--- src/rtl/fcr_pkg.sv ---
package fcr_pkg;
  localparam logic [7:0] OPC_WRITE = 8'h01;
  localparam logic [7:0] OPC_DELAY = 8'h02;

  typedef enum logic [2:0] {
    S_IDLE, S_FETCH, S_WAIT, S_WRITE, S_DELAY
  } run_state_t;

  typedef enum logic [2:0] {
    PH_OPC, PH_LEN, PH_A2, PH_A1, PH_A0, PH_DATA, PH_DHI, PH_DLO
  } field_t;
endpackage

--- src/rtl/fcr_byte_fetch.sv ---
module fcr_byte_fetch #(
  parameter int BUF_AW = 10
) (
  input  logic              clk,
  input  logic              rst_n,
  input  logic              req,
  input  logic [BUF_AW-1:0] ptr,
  output logic              mem_rd_en,
  output logic [BUF_AW-1:0] mem_addr,
  input  logic [7:0]        mem_rdata,
  output logic              byte_vld,
  output logic [7:0]        byte_out
);
  assign mem_rd_en = req;
  assign mem_addr  = ptr;
  assign byte_out  = mem_rdata;

  always_ff @(posedge clk or negedge rst_n) begin
    if (!rst_n) byte_vld <= 1'b0;
    else        byte_vld <= req;
  end

  // only one read in flight: a byte never arrives in the cycle a new read is issued
  p_one_outstanding_r1: assert property (@(posedge clk) disable iff (!rst_n)
    req |=> !req);
endmodule

--- src/rtl/fcr_us_timer.sv ---
module fcr_us_timer #(
  parameter int CLKS_PER_US = 125
) (
  input  logic        clk,
  input  logic        rst_n,
  input  logic        start,
  input  logic [15:0] count,
  output logic        done
);
  localparam int PW = $clog2(CLKS_PER_US + 1);
  localparam logic [PW-1:0] PRE_LAST = PW'(CLKS_PER_US - 1);

  logic          run;
  logic [PW-1:0] pre;
  logic [15:0]   rem;

  always_ff @(posedge clk or negedge rst_n) begin
    if (!rst_n) begin
      run  <= 1'b0;
      pre  <= '0;
      rem  <= '0;
      done <= 1'b0;
    end else begin
      done <= 1'b0;
      if (start) begin
        run <= 1'b1;
        pre <= '0;
        rem <= count;
      end else if (run) begin
        if (rem == 16'd0) begin
          run  <= 1'b0;
          done <= 1'b1;
        end else if (pre == PRE_LAST) begin
          pre <= '0;
          rem <= rem - 16'd1;
        end else begin
          pre <= pre + PW'(1);
        end
      end
    end
  end

  p_prescale_bound_r4: assert property (@(posedge clk) disable iff (!rst_n)
    pre <= PRE_LAST);
  p_done_after_run_r4: assert property (@(posedge clk) disable iff (!rst_n)
    done |-> $past(run));
endmodule

--- src/rtl/fcr_wr_strobe.sv ---
module fcr_wr_strobe #(
  parameter int WE_LOW_CLKS = 4
) (
  input  logic        clk,
  input  logic        rst_n,
  input  logic        start,
  input  logic [23:0] addr_in,
  input  logic [7:0]  data_in,
  output logic [23:0] flash_addr,
  output logic [7:0]  flash_dq,
  output logic        flash_ce_n,
  output logic        flash_we_n,
  output logic        done
);
  localparam int CW = $clog2(WE_LOW_CLKS + 1);
  localparam logic [CW-1:0] LOW_LAST = CW'(WE_LOW_CLKS - 1);

  typedef enum logic [1:0] {W_IDLE, W_SETUP, W_LOW, W_HOLD} wst_t;
  wst_t          st;
  logic [CW-1:0] cnt;

  assign done = (st == W_HOLD);

  always_ff @(posedge clk or negedge rst_n) begin
    if (!rst_n) begin
      st         <= W_IDLE;
      cnt        <= '0;
      flash_addr <= '0;
      flash_dq   <= '0;
      flash_ce_n <= 1'b1;
      flash_we_n <= 1'b1;
    end else begin
      case (st)
        W_IDLE: if (start) begin
          flash_addr <= addr_in;
          flash_dq   <= data_in;
          flash_ce_n <= 1'b0;
          st         <= W_SETUP;
        end
        W_SETUP: begin
          flash_we_n <= 1'b0;
          cnt        <= '0;
          st         <= W_LOW;
        end
        W_LOW: begin
          if (cnt == LOW_LAST) begin
            flash_we_n <= 1'b1;
            st         <= W_HOLD;
          end else begin
            cnt <= cnt + CW'(1);
          end
        end
        default: begin
          flash_ce_n <= 1'b1;
          st         <= W_IDLE;
        end
      endcase
    end
  end

  p_setup_before_fall_r5: assert property (@(posedge clk) disable iff (!rst_n)
    $fell(flash_we_n) |-> $stable(flash_addr) && $stable(flash_dq) && !flash_ce_n);
  p_stable_while_low_r5: assert property (@(posedge clk) disable iff (!rst_n)
    (!flash_we_n && $past(!flash_we_n)) |-> $stable(flash_addr) && $stable(flash_dq));
  p_ce_covers_we_r5: assert property (@(posedge clk) disable iff (!rst_n)
    !flash_we_n |-> !flash_ce_n);
  p_no_addr_change_low_r5: assert property (@(posedge clk) disable iff (!rst_n)
    $changed(flash_addr) |-> flash_we_n && $past(flash_we_n));
endmodule

--- src/rtl/flash_cmd_runner.sv ---
module flash_cmd_runner
  import fcr_pkg::*;
#(
  parameter int BUF_AW      = 10,
  parameter int CLKS_PER_US = 125,
  parameter int WE_LOW_CLKS = 4
) (
  input  logic              clk,
  input  logic              rst_n,
  input  logic              start,
  input  logic [BUF_AW:0]   fill_ptr,
  output logic              buf_rd_en,
  output logic [BUF_AW-1:0] buf_addr,
  input  logic [7:0]        buf_rdata,
  output logic [23:0]       flash_addr,
  output logic [7:0]        flash_dq,
  output logic              flash_ce_n,
  output logic              flash_we_n,
  output logic              busy,
  output logic              done,
  output logic              err
);
  localparam int PW = BUF_AW + 1;

  run_state_t  state;
  field_t      field;
  logic [PW-1:0] ptr;
  logic [8:0]  rem;
  logic [23:0] waddr;
  logic [7:0]  dly_hi;

  logic       fetch_req;
  logic       byte_vld;
  logic [7:0] byte_in;
  logic       wr_go, wr_done;
  logic       tm_go, tm_done;
  logic [15:0] tm_count;

  assign fetch_req = (state == S_FETCH) && (ptr != fill_ptr);
  assign wr_go     = (state == S_WAIT) && (field == PH_DATA);
  assign tm_go     = (state == S_WAIT) && (field == PH_DLO);
  assign tm_count  = {dly_hi, byte_in};
  assign busy      = (state != S_IDLE);

  fcr_byte_fetch #(.BUF_AW(BUF_AW)) u_fetch (
    .clk(clk), .rst_n(rst_n), .req(fetch_req), .ptr(ptr[BUF_AW-1:0]),
    .mem_rd_en(buf_rd_en), .mem_addr(buf_addr), .mem_rdata(buf_rdata),
    .byte_vld(byte_vld), .byte_out(byte_in)
  );

  fcr_wr_strobe #(.WE_LOW_CLKS(WE_LOW_CLKS)) u_strobe (
    .clk(clk), .rst_n(rst_n), .start(wr_go), .addr_in(waddr), .data_in(byte_in),
    .flash_addr(flash_addr), .flash_dq(flash_dq), .flash_ce_n(flash_ce_n),
    .flash_we_n(flash_we_n), .done(wr_done)
  );

  fcr_us_timer #(.CLKS_PER_US(CLKS_PER_US)) u_timer (
    .clk(clk), .rst_n(rst_n), .start(tm_go), .count(tm_count), .done(tm_done)
  );

  always_ff @(posedge clk or negedge rst_n) begin
    if (!rst_n) begin
      state  <= S_IDLE;
      field  <= PH_OPC;
      ptr    <= '0;
      rem    <= '0;
      waddr  <= '0;
      dly_hi <= '0;
      done   <= 1'b0;
      err    <= 1'b0;
    end else begin
      done <= 1'b0;
      case (state)
        S_IDLE: if (start) begin
          state <= S_FETCH;
          field <= PH_OPC;
          ptr   <= '0;
          err   <= 1'b0;
        end
        S_FETCH: begin
          if (ptr == fill_ptr) begin
            done  <= 1'b1;
            err   <= (field != PH_OPC);
            state <= S_IDLE;
          end else begin
            ptr   <= ptr + PW'(1);
            state <= S_WAIT;
          end
        end
        S_WAIT: begin
          state <= S_FETCH;
          case (field)
            PH_OPC: begin
              if (byte_in == OPC_WRITE)      field <= PH_LEN;
              else if (byte_in == OPC_DELAY) field <= PH_DHI;
              else begin
                err   <= 1'b1;
                done  <= 1'b1;
                state <= S_IDLE;
              end
            end
            PH_LEN: begin
              rem   <= (byte_in == 8'd0) ? 9'd256 : {1'b0, byte_in};
              field <= PH_A2;
            end
            PH_A2: begin waddr[23:16] <= byte_in; field <= PH_A1; end
            PH_A1: begin waddr[15:8]  <= byte_in; field <= PH_A0; end
            PH_A0: begin waddr[7:0]   <= byte_in; field <= PH_DATA; end
            PH_DATA: state <= S_WRITE;
            PH_DHI: begin dly_hi <= byte_in; field <= PH_DLO; end
            default: state <= S_DELAY;
          endcase
        end
        S_WRITE: if (wr_done) begin
          waddr <= waddr + 24'd1;
          rem   <= rem - 9'd1;
          field <= (rem == 9'd1) ? PH_OPC : PH_DATA;
          state <= S_FETCH;
        end
        default: if (tm_done) begin
          field <= PH_OPC;
          state <= S_FETCH;
        end
      endcase
    end
  end

  p_done_pulse_r8: assert property (@(posedge clk) disable iff (!rst_n)
    done |=> !done);
  p_err_only_at_end_r6: assert property (@(posedge clk) disable iff (!rst_n)
    $rose(err) |-> done);
  p_byte_ready_in_wait_r1: assert property (@(posedge clk) disable iff (!rst_n)
    (state == S_WAIT) |-> byte_vld);
  p_idle_bus_quiet_r10: assert property (@(posedge clk) disable iff (!rst_n)
    (!busy && $past(!busy)) |-> flash_we_n);
  p_ignore_start_busy_r9: assert property (@(posedge clk) disable iff (!rst_n)
    (busy && start && state != S_FETCH) |=> ptr != '0 || state == S_IDLE);
endmodule

--- config.mk ---
export PLATFORM = sky130hd
export DESIGN_NAME = flash_cmd_runner
export DESIGN_NICKNAME = d
export VERILOG_FILES = /design/src/rtl/fcr_pkg.sv /design/src/rtl/fcr_byte_fetch.sv /design/src/rtl/fcr_us_timer.sv /design/src/rtl/fcr_wr_strobe.sv /design/src/rtl/flash_cmd_runner.sv
export SDC_FILE = /design/constraint.sdc
export NUM_CORES = 1
export LEC_CHECK = 0
export BUFFER_PORTS_ARGS = -buffer_cell sky130_fd_sc_hd__buf_2
export CORE_MARGIN = 2
export CORE_UTILIZATION = 35
export DETAILED_ROUTE_END_ITERATION = 10
export PLACE_DENSITY = 0.58
export SETUP_SLACK_MARGIN = 0.4
export SYNTH_ARGS = -nofsm -noshare
export SYNTH_HDL_FRONTEND = slang
export SYNTH_SLANG_ARGS = --single-unit
--- constraint.sdc ---
create_clock -name clk -period 1.8 [get_ports clk]
set_input_delay 0.36 -clock clk [delete_from_list [all_inputs] [get_ports clk]]
set_output_delay 0.36 -clock clk [all_outputs]
set_load 0.02 [all_outputs]
==> results.toml <==
[run]
drv_cap = 0

[timing]
fin_worst_skew_ns = 0.0114
max_freq_mhz = 481
period_share = 1.16
slew_violations = 0
fin_ws_ns = -0.281
slew_headroom = 0.649
hold_viol = 0
setup_viol = 118
fin_crit_ns = 2.08
worst_pin_slew_ns = 0.523
rsz0062_at_grt = "yes"
holdWs_ns = 0.352

[floorplan]
num_rows = 51
die_area_sq_um = 20600
die_x_um = 144
fp.dieH_um = 144
core_area_sq_um = 19300
num_io_pins = 70
start_util = 0.354

[synthesis]
synth_area_leader_cell = "dfrtp_1"
synthesis.nets = 733
synthArstFlopShare = 1.00
avgSynthCellArea_sq_um = 9.76
synth_compound_area_frac = 0.177
synthMuxAreaShare = 0.0803
synth_warnings = 0
synth-simple-area-share = 0.188
synth_edf_count = 0
netlist.area_leader.share = 0.448
ys_ff_latch = 124
ys_seq_area_frac = 0.456
synth-xor-area-share = 0.0309
synthTopCellsByArea = "dfrtp_1 (45%), mux2_2 (7.1%), a21oi_1 (3.3%)"
synth.distinct_cells = 65
synth_top_family_by_area = "simple AND/OR/NAND/NOR gates"
synth_ff_type = "dfrtp_1"
syn-cell-area_sq_um = 6810
netlist_instances = 698
synthAdderAreaFrac = 0.0239

[clock_tree]
cts_tree = "built"
cts_buffers = 17
htree_levels = 4
clockBufferDepth = 2
clk_latency_ns = 0.43
cts_root_buf = "clkbuf_16"
clkSinkCount = 124
path_clk_slew_ns = 0.06

[placed_design]
place_congestion = 0.846
place_area_sq_um = 8610
io_buffers = 69
hpwl_um = 13500

[cells_and_area]
area_growth_pct = 60.8
drive_gt1_frac = 0.552
nNetsFinal = 978
postLayoutCellArea_sq_um = 11000
n_antenna_cell = 0

[run_status]
violations = "setup timing"
outcome = "complete, but fails checks"

[power_and_ir_drop]
leakage_uw = 0.00483
power.density_nw_per_um2 = 605
vdd_drop_max_mv = 0.625

[route]
vias = 6524
postRouteAntennaNets = 0
drt_iter0_drc = 319
wl_per_cell_um = 17.9
first_pass_iters = 5
via_per_inst = 5.34
finalWirelength_um = 21900
drcViolationCount = 0

[critical_path]
arrival_ns = 2.39
worstReg2RegEnd = "ptr[2]$_DFFE_PN0P_"
rr_worst_depth = 9
cp_max_fo = 3
cp-end-kind = "flop"
crit_path_start_kind = "flop"
path_class = "flop to flop"
crit_required_ns = 2.11
r2r_start = "ptr[0]$_DFFE_PN0P_"
r2r_slack_ns = -0.28

[hold_path]
min_path_type = "primary input to async pin"

[global_routing]
grt_pass1_wl_um = 33900
overflow = 0
antenna_found_initial = 0
grt_pass1_vias = 6414
grt_max_degree = 54
grt_usage = 0.213
[timing repair]
action                                  in CTS  in global routing
hold buffers                                 1                  0
gates resized for setup                    187                 74
endpoints found under the hold margin       14                  0
endpoints found under the setup margin     135                135
pin swaps                                   55                 44
cloned                                      13                  1
buffers inserted                            52                 20
[per-layer routing]
layer | up-vias | global-route usage | share of wire
met2 | 178 | 0.356 | 0.50
met5 | - | 0 | 0
met4 | 0 | 0.0820 | 0.030
met3 | 42 | 0.0393 | 0.041
met1 | 3220 | 0.274 | 0.43
li1 | 3084 | - | -
[metrics by stage]
stage / TNS, ns / worst slack, ns / cells / total power (uW) / utilization
after floorplan: -0.0703 / -0.0441 / 698 / 2970 / -
after global placement: -0.924 / -0.120 / 1102 / 3150 / 0.447
after detailed placement: -1.24 / -0.168 / 1102 / 3150 / 0.447
after CTS: -7.89 / -0.270 / 1200 / 6640 / 0.544
after global routing: -26.98 / -0.361 / 1221 / 6840 / 0.569
final: -17.70 / -0.281 / 1221 / 6630 / 0.569
[cells by family (layout without fill, tap and decap cells)]
logic type | after synthesis | in the layout
flops | 124 | 124
compound gates | 185 | 191
fa+ha+maj | 13 | 13
mux | 49 | 49
buf+inv | 62 | 313
xor+xnor | 24 | 24
simple gates | 241 | 242
[cell usage after synthesis (5+ instances only)]
library cell / instances
dfrtp_1: 122
nor2_1: 58
nand2_1: 51
a21oi_1: 45
mux2_2: 43
o21ai_0: 42
nand3_1: 32
nor3_1: 20
o22a_1: 20
a31oi_1: 19
inv_1: 19
clkbuf_1: 18
xnor2_1: 14
ha_1: 13
nand4_1: 13
buf_2: 12
buf_4: 11
xor2_1: 10
and3_1: 8
or3_1: 8
a41oi_1: 7
nand2b_1: 6
or4_1: 6
a22oi_1: 5
nor4_1: 5
nor4_2: 5
o211ai_1: 5
[sequential cells by signal, indices dropped and copies added, names as in the netlist, 7 cells and up]
register,cells
u_strobe.flash_addr,24
waddr,24
u_timer.rem,16
ptr,11
rem,9
dly_hi,8
u_strobe.flash_dq,8
u_timer.pre,7
[area by class of cell]
class / count / area, sq um
Fill cell: 1644 / 8310
Multi-Input combinational cell: 519 / 4490
Sequential cell: 124 / 3110
Timing Repair Buffer: 261 / 2340
Clock buffer: 18 / 439
Tap cell: 265 / 332
Clock inverter: 14 / 159
Inverter: 20 / 85.1
[how the worst max path moves through the flow]
| stage | from | to | cells after the start |
|---|---|---|---|
| finish | ptr[0]$_DFFE_PN0P_ | ptr[2]$_DFFE_PN0P_ | 9 |
| CTS | ptr[3]$_DFFE_PN0P_ | buf_rd_en | 6 |
| detailed placement | buf_rdata[4] | field[0]$_DFFE_PN0P_ | 5 |
| floorplan | buf_rdata[4] | field[0]$_DFFE_PN0P_ | 5 |
| global route | ptr[3]$_DFFE_PN0P_ | ptr[2]$_DFFE_PN0P_ | 9 |
| global placement | buf_rdata[4] | field[0]$_DFFE_PN0P_ | 5 |
[worst max-delay path, stage by stage, from the launching register on]
cell     delay (ns)
dfrtp_2        0.42
xnor2_2        0.16
nand4_1        0.19
buf_6          0.18
buf_4          0.12
buf_6          0.10
buf_6          0.11
or3_4          0.41
a31oi_4        0.19
o21ai_1        0.08
[placed cells by master (no fill, tap or decap), types with 7 or more instances in the layout]
master,synthesis,routed
dfrtp_1,122,116
buf_4,11,114
buf_6,1,73
buf_2,12,54
nand2_1,51,42
mux2_2,43,39
nor2_1,58,33
a21oi_2,0,26
o21ai_1,2,25
nand3_1,32,23
o22a_1,20,20
a31oi_1,19,18
a21oi_1,45,17
clkbuf_16,0,17
nor2_2,0,15
nand4_1,13,13
inv_1,19,13
xnor2_1,14,10
o21ai_2,0,10
nor2_4,0,10
xor2_1,10,10
buf_12,0,10
nor3_1,20,9
nand3_2,2,8
nor3_2,2,8
o21ai_0,42,7
ha_1,13,7
[power breakdown]
| part | switching [uW] | leakage, uW | internal, uW | total, uW |
|---|---|---|---|---|
| clock network | 1400 | 0.000277 | 2100 | 3500 |
| registers | 15.0 | 0.00159 | 2810 | 2830 |
| logic | 182 | 0.00297 | 117 | 299 |
No activity file was read; power rests on OpenSTA's default activity.
